File: config.mk
export PLATFORM = sky130hd
export DESIGN_NAME = spread_chip_gen
export DESIGN_NICKNAME = d
export VERILOG_FILES = /design/src/rtl/spread_pkg.sv /design/src/rtl/spread_code_builder.sv /design/src/rtl/spread_chip_pacer.sv /design/src/rtl/spread_chip_gen.sv
export SDC_FILE = /design/constraint.sdc
export NUM_CORES = 1
export LEC_CHECK = 0
export BUFFER_PORTS_ARGS = -buffer_cell sky130_fd_sc_hd__buf_2
export CELL_PAD_IN_SITES_DETAIL_PLACEMENT = 0
export CELL_PAD_IN_SITES_GLOBAL_PLACEMENT = 1
export CORE_UTILIZATION = 46
export DETAILED_ROUTE_END_ITERATION = 16
export PLACE_DENSITY = 0.9
export SYNTH_ARGS = -nofsm -noshare
export SYNTH_HDL_FRONTEND = slang
export SYNTH_SLANG_ARGS = --single-unit
File: constraint.sdc
create_clock -name clk -period 2.5 [get_ports clk]
set_input_delay 0.5 -clock clk [delete_from_list [all_inputs] [get_ports clk]]
set_output_delay 0.5 -clock clk [all_outputs]
set_load 0.05 [all_outputs]
File: src/rtl/spread_pkg.sv
package spread_pkg;
    typedef enum logic [1:0] {
        ST_IDLE   = 2'd0,
        ST_PREFIX = 2'd1,
        ST_BODY   = 2'd2
    } gen_state_t;
endpackage

File: src/rtl/spread_code_builder.sv
// Builds the codeword for one symbol from a root pattern by rotation and
// odd-chip inversion. Bit k of each output is the chip sent in position k.
module spread_code_builder #(
    parameter int          N_LONG     = 16,
    parameter int          N_SHORT    = 8,
    parameter logic [15:0] ROOT_LONG  = 16'h3AFC,
    parameter logic [7:0]  ROOT_SHORT = 8'h45
) (
    input  logic [$clog2(N_LONG)-1:0] sym,
    input  logic                      short_mode,
    output logic [N_LONG-1:0]         code
);
    localparam int LB_L = $clog2(N_LONG);
    localparam int LB_S = $clog2(N_SHORT);

    logic [LB_L-2:0]     rot_l;
    logic                inv_l;
    logic [LB_S-2:0]     rot_s;
    logic                inv_s;
    logic [N_LONG-1:0]   long_code;
    logic [N_SHORT-1:0]  short_code;

    assign rot_l = sym[LB_L-2:0];
    assign inv_l = sym[LB_L-1];
    assign rot_s = sym[LB_S-2:0];
    assign inv_s = sym[LB_S-1];

    for (genvar k = 0; k < N_LONG; k++) begin : g_long
        always_comb begin
            int sh;
            int src;
            sh  = 2 * int'(rot_l);
            src = (k >= sh) ? (k - sh) : (k + N_LONG - sh);
            long_code[k] = ROOT_LONG[N_LONG-1-src] ^ (inv_l & ((k % 2) == 1));
        end
    end

    for (genvar k = 0; k < N_SHORT; k++) begin : g_short
        always_comb begin
            int sh;
            int src;
            sh  = 2 * int'(rot_s);
            src = (k >= sh) ? (k - sh) : (k + N_SHORT - sh);
            short_code[k] = ROOT_SHORT[N_SHORT-1-src] ^ (inv_s & ((k % 2) == 1));
        end
    end

    always_comb begin
        code = '0;
        if (short_mode)
            code[N_SHORT-1:0] = short_code;
        else
            code = long_code;
    end
endmodule

File: src/rtl/spread_chip_pacer.sv
// Divides the clock into chip periods while a symbol is in flight.
module spread_chip_pacer #(
    parameter int CHIP_DIV = 2
) (
    input  logic clk,
    input  logic rst,
    input  logic run,
    output logic tick,
    output logic period_end
);
    if (CHIP_DIV == 1) begin : g_direct
        assign tick       = run;
        assign period_end = 1'b1;
    end else begin : g_count
        localparam int CW = $clog2(CHIP_DIV);
        logic [CW-1:0] cnt;

        always_ff @(posedge clk) begin
            if (rst)
                cnt <= '0;
            else if (run)
                cnt <= (cnt == CW'(CHIP_DIV-1)) ? '0 : cnt + 1'b1;
        end

        assign tick       = run && (cnt == '0);
        assign period_end = (cnt == CW'(CHIP_DIV-1));
    end
endmodule

File: src/rtl/spread_chip_gen.sv
module spread_chip_gen
    import spread_pkg::*;
#(
    parameter int          N_LONG     = 16,
    parameter int          N_SHORT    = 8,
    parameter logic [15:0] ROOT_LONG  = 16'h3AFC,
    parameter logic [7:0]  ROOT_SHORT = 8'h45,
    parameter int          CHIP_DIV   = 2
) (
    input  logic       clk,
    input  logic       rst,
    input  logic       sym_valid,
    output logic       sym_ready,
    input  logic [3:0] sym_in,
    input  logic       short_mode,
    input  logic       prefix_en,
    output logic       chip_out,
    output logic       chip_stb,
    output logic       chip_sos
);
    localparam int IDX_W = $clog2(N_LONG);

    gen_state_t        state, state_nx;
    logic [N_LONG-1:0] code_q, code_new;
    logic [IDX_W-1:0]  idx_q, idx_nx;
    logic              short_q, pre_q;
    logic [IDX_W-1:0]  last_idx;
    logic              tick, period_end, run;
    logic              accept, last_slot;

    spread_code_builder #(
        .N_LONG(N_LONG), .N_SHORT(N_SHORT),
        .ROOT_LONG(ROOT_LONG), .ROOT_SHORT(ROOT_SHORT)
    ) u_build (
        .sym(sym_in[IDX_W-1:0]),
        .short_mode(short_mode),
        .code(code_new)
    );

    assign run = (state != ST_IDLE);

    spread_chip_pacer #(.CHIP_DIV(CHIP_DIV)) u_pace (
        .clk(clk), .rst(rst), .run(run),
        .tick(tick), .period_end(period_end)
    );

    assign last_idx  = short_q ? IDX_W'(N_SHORT-1) : IDX_W'(N_LONG-1);
    assign last_slot = (state == ST_BODY) && (idx_q == last_idx);
    assign accept    = sym_valid && sym_ready;

    // next state and chip index
    always_comb begin
        state_nx = state;
        idx_nx   = idx_q;
        unique case (state)
            ST_IDLE: begin
                if (accept) begin
                    state_nx = prefix_en ? ST_PREFIX : ST_BODY;
                    idx_nx   = '0;
                end
            end
            ST_PREFIX: begin
                if (period_end) state_nx = ST_BODY;
            end
            ST_BODY: begin
                if (period_end) begin
                    if (last_slot) begin
                        idx_nx = '0;
                        if (accept) state_nx = prefix_en ? ST_PREFIX : ST_BODY;
                        else        state_nx = ST_IDLE;
                    end else begin
                        idx_nx = idx_q + 1'b1;
                    end
                end
            end
            default: state_nx = ST_IDLE;
        endcase
    end

    // state register
    always_ff @(posedge clk) begin
        if (rst) begin
            state   <= ST_IDLE;
            idx_q   <= '0;
            code_q  <= '0;
            short_q <= 1'b0;
            pre_q   <= 1'b0;
        end else begin
            state <= state_nx;
            idx_q <= idx_nx;
            if (accept) begin
                code_q  <= code_new;
                short_q <= short_mode;
                pre_q   <= prefix_en;
            end
        end
    end

    // outputs
    always_comb begin
        sym_ready = 1'b0;
        chip_out  = 1'b0;
        chip_stb  = 1'b0;
        chip_sos  = 1'b0;
        unique case (state)
            ST_IDLE: sym_ready = 1'b1;
            ST_PREFIX: begin
                chip_out = code_q[last_idx];
                chip_stb = tick;
                chip_sos = tick;
            end
            ST_BODY: begin
                chip_out  = code_q[idx_q];
                chip_stb  = tick;
                chip_sos  = tick && (idx_q == '0) && !pre_q;
                sym_ready = last_slot && period_end;
            end
            default: ;
        endcase
    end
endmodule

Word level (Yosys, flattened, before mapping)
Memories as Yosys holds them, arrays and structs flattened. Cells that the tools add are included. W data, S select, Z words.

Bits of input ports: 9. Register bits: 25. ROM bits: 320. Output and inout port bits: 4. Word-level logic and storage cells: 283. Memories kept: 24.

Memories: (no name shown) (words 16, width 1, rd ports 1, clocked after Yosys merged registers in 0, wr ports 0, RTL line spread_code_builder.sv:34) `long_code[k] = ROOT_LONG[N_LONG-1-src] ^ (inv_l & ((k % 2) == 1));`; (no name shown) (words 16, width 1, rd ports 1, clocked after Yosys merged registers in 0, wr ports 0, RTL line spread_code_builder.sv:34); (no name shown) (words 16, width 1, rd ports 1, clocked after Yosys merged registers in 0, wr ports 0, RTL line spread_code_builder.sv:34); (no name shown) (words 16, width 1, rd ports 1, clocked after Yosys merged registers in 0, wr ports 0, RTL line spread_code_builder.sv:34); (no name shown) (words 16, width 1, rd ports 1, clocked after Yosys merged registers in 0, wr ports 0, RTL line spread_code_builder.sv:34); (no name shown) (words 16, width 1, rd ports 1, clocked after Yosys merged registers in 0, wr ports 0, RTL line spread_code_builder.sv:34); 18 more memories.

$lt $le $gt $ge: 50. Mux-type cells: 95. Eq/ne operators: 7. Reduce and logical (&&, ||, !) cells: 14. Bitwise operators: 13. Add/sub/neg operators: 74.

Operators by type and width (count): $mux W32 (24); $lt A32 B6 Y1 const B (16); $sub A5 B32 Y32 const A (16); $lt A32 B5 Y1 const B (8); $sub A4 B32 Y32 const A (8); $sub A5 B4 Y6 const A (16); $mux W1 (52); $sub A4 B3 Y5 const A (8); $sub A4 B4 Y5 const A (8); $ge A4 B4 Y1 const A (8); $sub A3 B4 Y5 const A (4); $ge A3 B4 Y1 const A (4); $mux W4 (4); $mux W8 (2); $sub A3 B3 Y4 const A (4); $ge A3 B3 Y1 const A (4); $mux W2 (6); $xor A1 B1 Y1 (12); $lt A4 B5 Y1 const B (2); $sub A1 B4 Y5 const A (2); $sub A2 B4 Y5 const A (2); $bmux W1 S4 (2); $ge A1 B4 Y1 const A (2); $ge A2 B4 Y1 const A (2); 23 further kinds (37).

Longest topological paths before layout
Gate-level depths: netlist of run 1.

Word-level depth: 10. Depth in mapped cells: 7.

Modules after synthesis
A second synthesis of run 1 with hierarchy kept.

Cell total of the unflattened synthesis: 235. Area, all modules: 2038.2 um2.

By module, submodules not included: spread_chip_gen (cells each 152, seq. area each 480.5 um2, instances 1, area each 1453.9 um2); spread_code_builder (cells each 79, seq. area each 0.0 um2, instances 1, area each 543.0 um2); spread_chip_pacer (cells each 4, seq. area each 20.0 um2, instances 1, area each 41.3 um2).

Worst setup path after synthesis of run 1
Ideal clock, no wire load.

Path kind: reg2out. Start: reg state[0]. End: out chip_sos. Path slack: -756 ps. Stages on the path, launching flop included: 5. Data required time: 2000 ps. Path buffers: 0. Arrival: 2756 ps. Path through: dfxtp_1 > inv_1 > ha_1 > nor3b_1 > nor2b_1.

Word-level cells in the longest chain between the ends: 5. Elaborated cells on any way between the ends: 7. Those cells by class: eq/ne (2); mux (1); reduce/logical (4).

Ends and longest elaborated chain: from (decl) (RTL line spread_chip_gen.sv:23) `gen_state_t state, state_nx;`; from (signal assigned) (RTL line spread_chip_gen.sv:89) `state <= state_nx;`; $reduce_bool A2 Y1 (RTL line spread_chip_gen.sv:40) `assign run = (state != ST_IDLE);`; $logic_and A1 B1 Y1 (RTL line spread_chip_pacer.sv:25) `assign tick = run && (cnt == '0);`; $logic_and A1 B1 Y1 (2 in series) (RTL line spread_chip_gen.sv:115) `chip_sos = tick && (idx_q == '0) && !pre_q;`; $pmux W1 S2 * (RTL line spread_chip_gen.sv:105) `unique case (state)`; to (decl) (RTL line spread_chip_gen.sv:19) `output logic chip_sos`.

Mark *: on every way between the ends. The rest lies on a longest branch, timed or not.

Worst setup path after layout of run 1
Start: reg idx_q[3]. End: out chip_out.

Word-level cells in the longest chain between the ends: 3.

Ends and longest elaborated chain: from (decl) (RTL line spread_chip_gen.sv:25) `logic [IDX_W-1:0] idx_q, idx_nx;`; from (signal assigned) (RTL line spread_chip_gen.sv:90) `idx_q <= idx_nx;`; $bmux W1 S4 (RTL line spread_chip_gen.sv:113) `chip_out = code_q[idx_q];`; $mux W1 (not written as such) (RTL line spread_chip_gen.sv:113); $pmux W1 S2 (RTL line spread_chip_gen.sv:105); to (decl) (RTL line spread_chip_gen.sv:17) `output logic chip_out,`.

No other way between the ends. The select of a mux whose other input is x is not followed.

==> results.yml, run 1 <==
logic_synthesis:
  synth.yosys.seq_area_share: 0.279
  synthTopCellsByCount: "dfxtp_1, a21oi_1, o21ai_0, ha_1, nand2_1"
  synth_cells: 205
  post-synth-top-count-cell: "dfxtp_1"
  synth.area.top_cells: "dfxtp_1, ha_1, a21oi_1, mux2i_1, mux4_2"
  syn_area_sq_um: 1800
  yosys.area.top_type: "dfxtp_1"
  postSynthAreaPerCell_sq_um: 8.76
  synthArstFlopShare: 0
  ys_ff_latch: 25
  yosysTopAreaCellShare: 0.279
  ys_types: 49
  synth_edf_count: 0
  ys.flop_type: "dfxtp_1"
  yosysWarnings: 0
  synth_nets: 228
layout:
  area_growth_pct: 7.24
  design_area_sq_um: 1930
  antenna_cells: 0
  final_net_count: 237
  drive_gt1_frac: 0.178
  fin_util: 0.519
critical_path:
  cp_slowest_cell: "mux4_2"
  r2r-start: "state[0]"
  max_stage_delay_ns: 0.53
  critPathLaunchType: "register"
  r2r-end: "code_q[0]"
  cp-end-kind: "output pin"
  worstPathMaxFanout: 4
  ff2ff_path_depth: 7
  crit_arrival_ns: 1.93
  cp_cell_sequence: "mux4_2, mux2_2, nand3_1, o221ai_1, buf_2"
  required_ns: 2.00
  r2r_slack_ns: 0.59
  crit_type: "reg2out"
route:
  wl_per_cell_microns: 14.6
  via_count: 1517
  first_pass_iters: 4
  drc: 0
  initialDrtViolationCount: 88
  antenna_left: 0
  via_per_inst: 5.81
  wl_microns: 3820
floorplanning:
  dieArea_sq_um: 4160
  fp-row-count: 22
  io_pins: 13
  die_y_microns: 64.5
  core_area_sq_um: 3720
  start_util: 0.484
  die-width_microns: 64.5
global_routing:
  grt_pass1_wl_microns: 6420
  grt-ovfl-total: 0
  antenna_found_initial: 0
  track_usage: 0.199
  grt_pass1_vias: 1363
  grt_max_degree: 22
cts:
  path_clk_slew_ns: 0.09
  cts_sinks: 25
  clock_path_buffers: 2
  htree_levels: 1
  postCtsSetupBuffers: 0
  worstSkewPairLatency_ns: 0.27
  ctsResizeCount: 0
  cts_root_buf: "clkbuf_8"
  cts_buffers: 3
  tritoncts: "built"
  postCtsHoldBufs: 0
sta:
  setup_tns_ns: 0
  setup_viol: 0
  finalHoldViolations: 0
  maxSlewViolCount: 0
  period_share: 0.970
  rsz0062_at_grt: "no"
  finalCriticalPeriod_ns: 2.43
  worstMarginPinSlew_ns: 0.513
  relSlewSlack: 0.657
  finClkSkew_ns: 0.00205
  setup_ws_ns: 0.0738
  clock.fmax_ghz: 0.412
  whs_ns: 0.485
placed_design:
  dp_hpwl_microns: 2820
  place.gp.congestion: 0.808
  io_buffers: 12
  placed_area_sq_um: 1880
  place_ws_ns: 0.377
min_path:
  min_from: "code_q[11]"
  hold_depth: 2
  min_to: "code_q[11]"
  hp-class: "reg2reg"
run_status:
  outcome: "complete, no violations"
power_and_ir_drop:
  leakagePower_uw: 0.000777
  power_density_nw_per_um2: 763
  ir_drop_v: 0.000352
job:
  cap_violations: 0
per-stage QoR:
stage	instances	power, uW
global route	261	1570
detailed placement	257	1230
floorplan	205	1070
finish	261	1470
global placement	257	1220
CTS	261	1470
layout by cell type, fill, tap and decap left out, types with 3 or more instances in the layout:
cell / count
a211oi_1: 4
a21oi_1: 18
a31o_2: 5
buf_2: 12
buf_4: 4
clkbuf_8: 3
dfxtp_1: 25
ha_1: 13
inv_1: 11
mux2i_1: 9
mux4_2: 4
nand2_1: 12
nand3_1: 7
nand4_1: 3
nor2_1: 9
nor3_1: 6
o211ai_1: 3
o21ai_0: 15
or4_1: 5
xnor2_1: 3
xor2_1: 8
cell type report:
type / count / area, sq um
multi-input cells: 155 / 1180
inverters: 13 / 48.8
clock buffers: 3 / 41.3
clock inverters: 1 / 5.00
flip-flops and latches: 25 / 500
fillers: 385 / 1790
repair buffers: 16 / 90.1
well taps: 48 / 60.1
worst max path at each step:
stage | startpoint | endpoint | slack [ns]
6_report | idx_q[3] | chip_out | 0.07
5_1_grt | idx_q[3] | chip_out | 0.02
4_1_cts | idx_q[3] | chip_out | 0.07
3_5_place_dp | idx_q[3] | chip_out | 0.38
3_3_place_gp | idx_q[3] | chip_out | 0.42
2_1_floorplan | state[0] | chip_sos | 0.18
critical path: cells and delay by family, from the launching register on:
family	cells	cell delay (ns)
muxes	2	0.81
DFF	1	0.44
buffers and inverters	1	0.23
AOI/OAI and AO/OA	1	0.10
and+or+nand+nor	1	0.08
layer usage:
layer  track usage  vias up  routed length, microns
li1              -      765                       -
met1         0.267      716                    1850
met2         0.321       32                    1810
met3        0.0299        4                     106
met4        0.0750        0                      54
met5             0        -                       0
flip-flops by register name, indices dropped and copies added, names as in the netlist:
register and flops:
short_q 1, state 2, pre_q 1, u_pace.period_end 1, idx_q 4, code_q 16
kinds of logic (layout without fill, tap and decap cells):
family	Yosys count	in the layout	share of synthesized area
XOR/XNOR	12	12	0.0627
AND/OR/NAND/NOR	55	55	0.162
multiplexers	15	15	0.113
adder cells (fa/ha/maj)	14	14	0.0975
buffers and inverters	25	33	0.0731
flip-flops	25	25	0.279
AO/OA/AOI/OAI	59	59	0.213
power breakdown:
| group | switching (uW) | internal, uW |
|---|---|---|
| Combinational | 428 | 262 |
| Clock | 136 | 112 |
| Sequential | 65.2 | 468 |
| Total | 628 | 842 |
Note: power is estimated with default switching activity, not from simulation.
==> run 2: changes to the inputs <==
--- a/config.mk
+++ b/config.mk
@@ -12,4 +12,5 @@
 export DETAILED_ROUTE_END_ITERATION = 16
 export PLACE_DENSITY = 0.9
+export SKIP_LAST_GASP = 1
 export SYNTH_ARGS = -nofsm -noshare
 export SYNTH_HDL_FRONTEND = slang
==> constraint.sdc (replaced) <==
create_clock -name clk -period 2.5 [get_ports clk]
set_input_delay 0.5 -clock clk [delete_from_list [all_inputs] [get_ports clk]]
set_output_delay 0.5 -clock clk [all_outputs]
set_load 0.01 [all_outputs]
==> results.yml, run 2 (synthesis results as in run 1) <==
layout:
  reg_top3: "code_q: 16 flops, idx_q: 4 flops, state: 2 flops"
  fin_util: 0.514
  final-seq-area_sq_um: 500
  final_net_count: 237
  largest-register: "code_q"
  layout_common_cells: "dfxtp_1, a21oi_1, o21ai_0, ha_1"
  stdcell_count: 261
  largest_reg_flops: 16
  antenna_cells: 0
  area_growth_pct: 6.27
  layout_commonest_cell: "dfxtp_1"
  drive_gt1_frac: 0.160
  nFillCells: 373
  multi_input_area_sq_um: 1160
power_and_ir_drop:
  power_density_nw_per_um2: 726
  leakagePower_uw: 0.000773
  ir_drop_v: 0.000341
  p_total_uw: 1390
route:
  drc: 0
  first_pass_iters: 4
  initialDrtViolationCount: 98
  via_count: 1502
  wl_per_cell_microns: 14.7
  via_per_inst: 5.75
  wl_microns: 3840
  antenna_left: 0
cts:
  htree_levels: 1
  ctsResizeCount: 0
  worstSkewPairLatency_ns: 0.27
  clock_path_buffers: 2
  path_clk_slew_ns: 0.08
  cts_sinks: 25
  cts_root_buf: "clkbuf_8"
  postCtsSetupBuffers: 0
  cts_buffers: 3
  postCtsHoldBufs: 0
  tritoncts: "built"
sta:
  finalHoldViolations: 0
  period_share: 0.911
  setup_ws_ns: 0.224
  rsz0062_at_grt: "no"
  clock.fmax_ghz: 0.439
  finClkSkew_ns: 0.0101
  setup_tns_ns: 0
  setup_viol: 0
  relSlewSlack: 0.659
  maxSlewViolCount: 0
  worstMarginPinSlew_ns: 0.511
  finalCriticalPeriod_ns: 2.28
floorplanning:
  die_y_microns: 64.5
  die-width_microns: 64.5
  fp-row-count: 22
  io_pins: 13
  start_util: 0.484
  dieArea_sq_um: 4160
  core_area_sq_um: 3720
global_routing:
  grt_max_degree: 22
  use_met3: 0.0158
  grt_pass1_wl_microns: 6650
  top_usage_layer: "met2"
  use_met1: 0.280
  antenna_found_initial: 0
  grt-ovfl-total: 0
  met2_usage: 0.325
  grt_pass1_vias: 1350
  track_usage: 0.202
critical_path:
  critPathLaunchType: "register"
  r2r_slack_ns: 0.52
  crit_type: "reg2out"
  crit_arrival_ns: 1.78
  cp-end-kind: "output pin"
  required_ns: 2.00
  worstPathMaxFanout: 3
job:
  cap_violations: 0
placed_design:
  dp_hpwl_microns: 2870
  dp_cells: 257
  io_buffers: 12
  place.gp.congestion: 0.773
  place_ws_ns: 0.408
run_status:
  outcome: "complete, no violations"
min_path:
  hp-class: "reg2reg"
[run 2: worst max-delay path, cell delays in order (launching register included)]
cell	delay, ns
dfxtp_1	0.40
mux4_2	0.51
mux2_2	0.28
nand3_1	0.08
o221ai_1	0.09
buf_2	0.15
[run 2: metal layers]
layer  up-vias  part of all wire
met3         6             0.022
met4         0             0.018
met1       702              0.50
met2        31              0.46
li1        763                 -
met5         -                 0
[run 2: layout make-up]
cell class | instances | share of cell area
clock buffers | 4 | 0.0236
inverters | 13 | 0.0256
multi-input cells | 155 | 0.610
flip-flops and latches | 25 | 0.262
well taps | 48 | 0.0315
repair buffers | 16 | 0.0472
[run 2: worst paths after layout]
path,startpoint,end,depth (start not counted)
hold / removal,code_q[11],code_q[11],2
setup / recovery,idx_q[3],chip_out,5
hold reg to reg,code_q[11],code_q[11],2
setup reg to reg,state[0],code_q[15],7
[run 2: power breakdown]
group	internal (uW)	leakage, uW	total, uW	switching (uW)
Sequential	468	0.000205	527	59.1
Combinational	251	0.000545	616	365
Clock	114	0.0000228	244	130
Total	833	0.000773	1390	554
[run 2: per-stage QoR]
| stage | instance area [sq um] | hold slack (ns) |
|---|---|---|
| final | 1910 | 0.479 |
| after global routing | 1910 | 0.503 |
| after CTS | 1910 | 0.479 |
| after detailed placement | 1860 | 0.470 |
| after global placement | 1860 | 0.469 |
| after floorplan | 1800 | 0.444 |
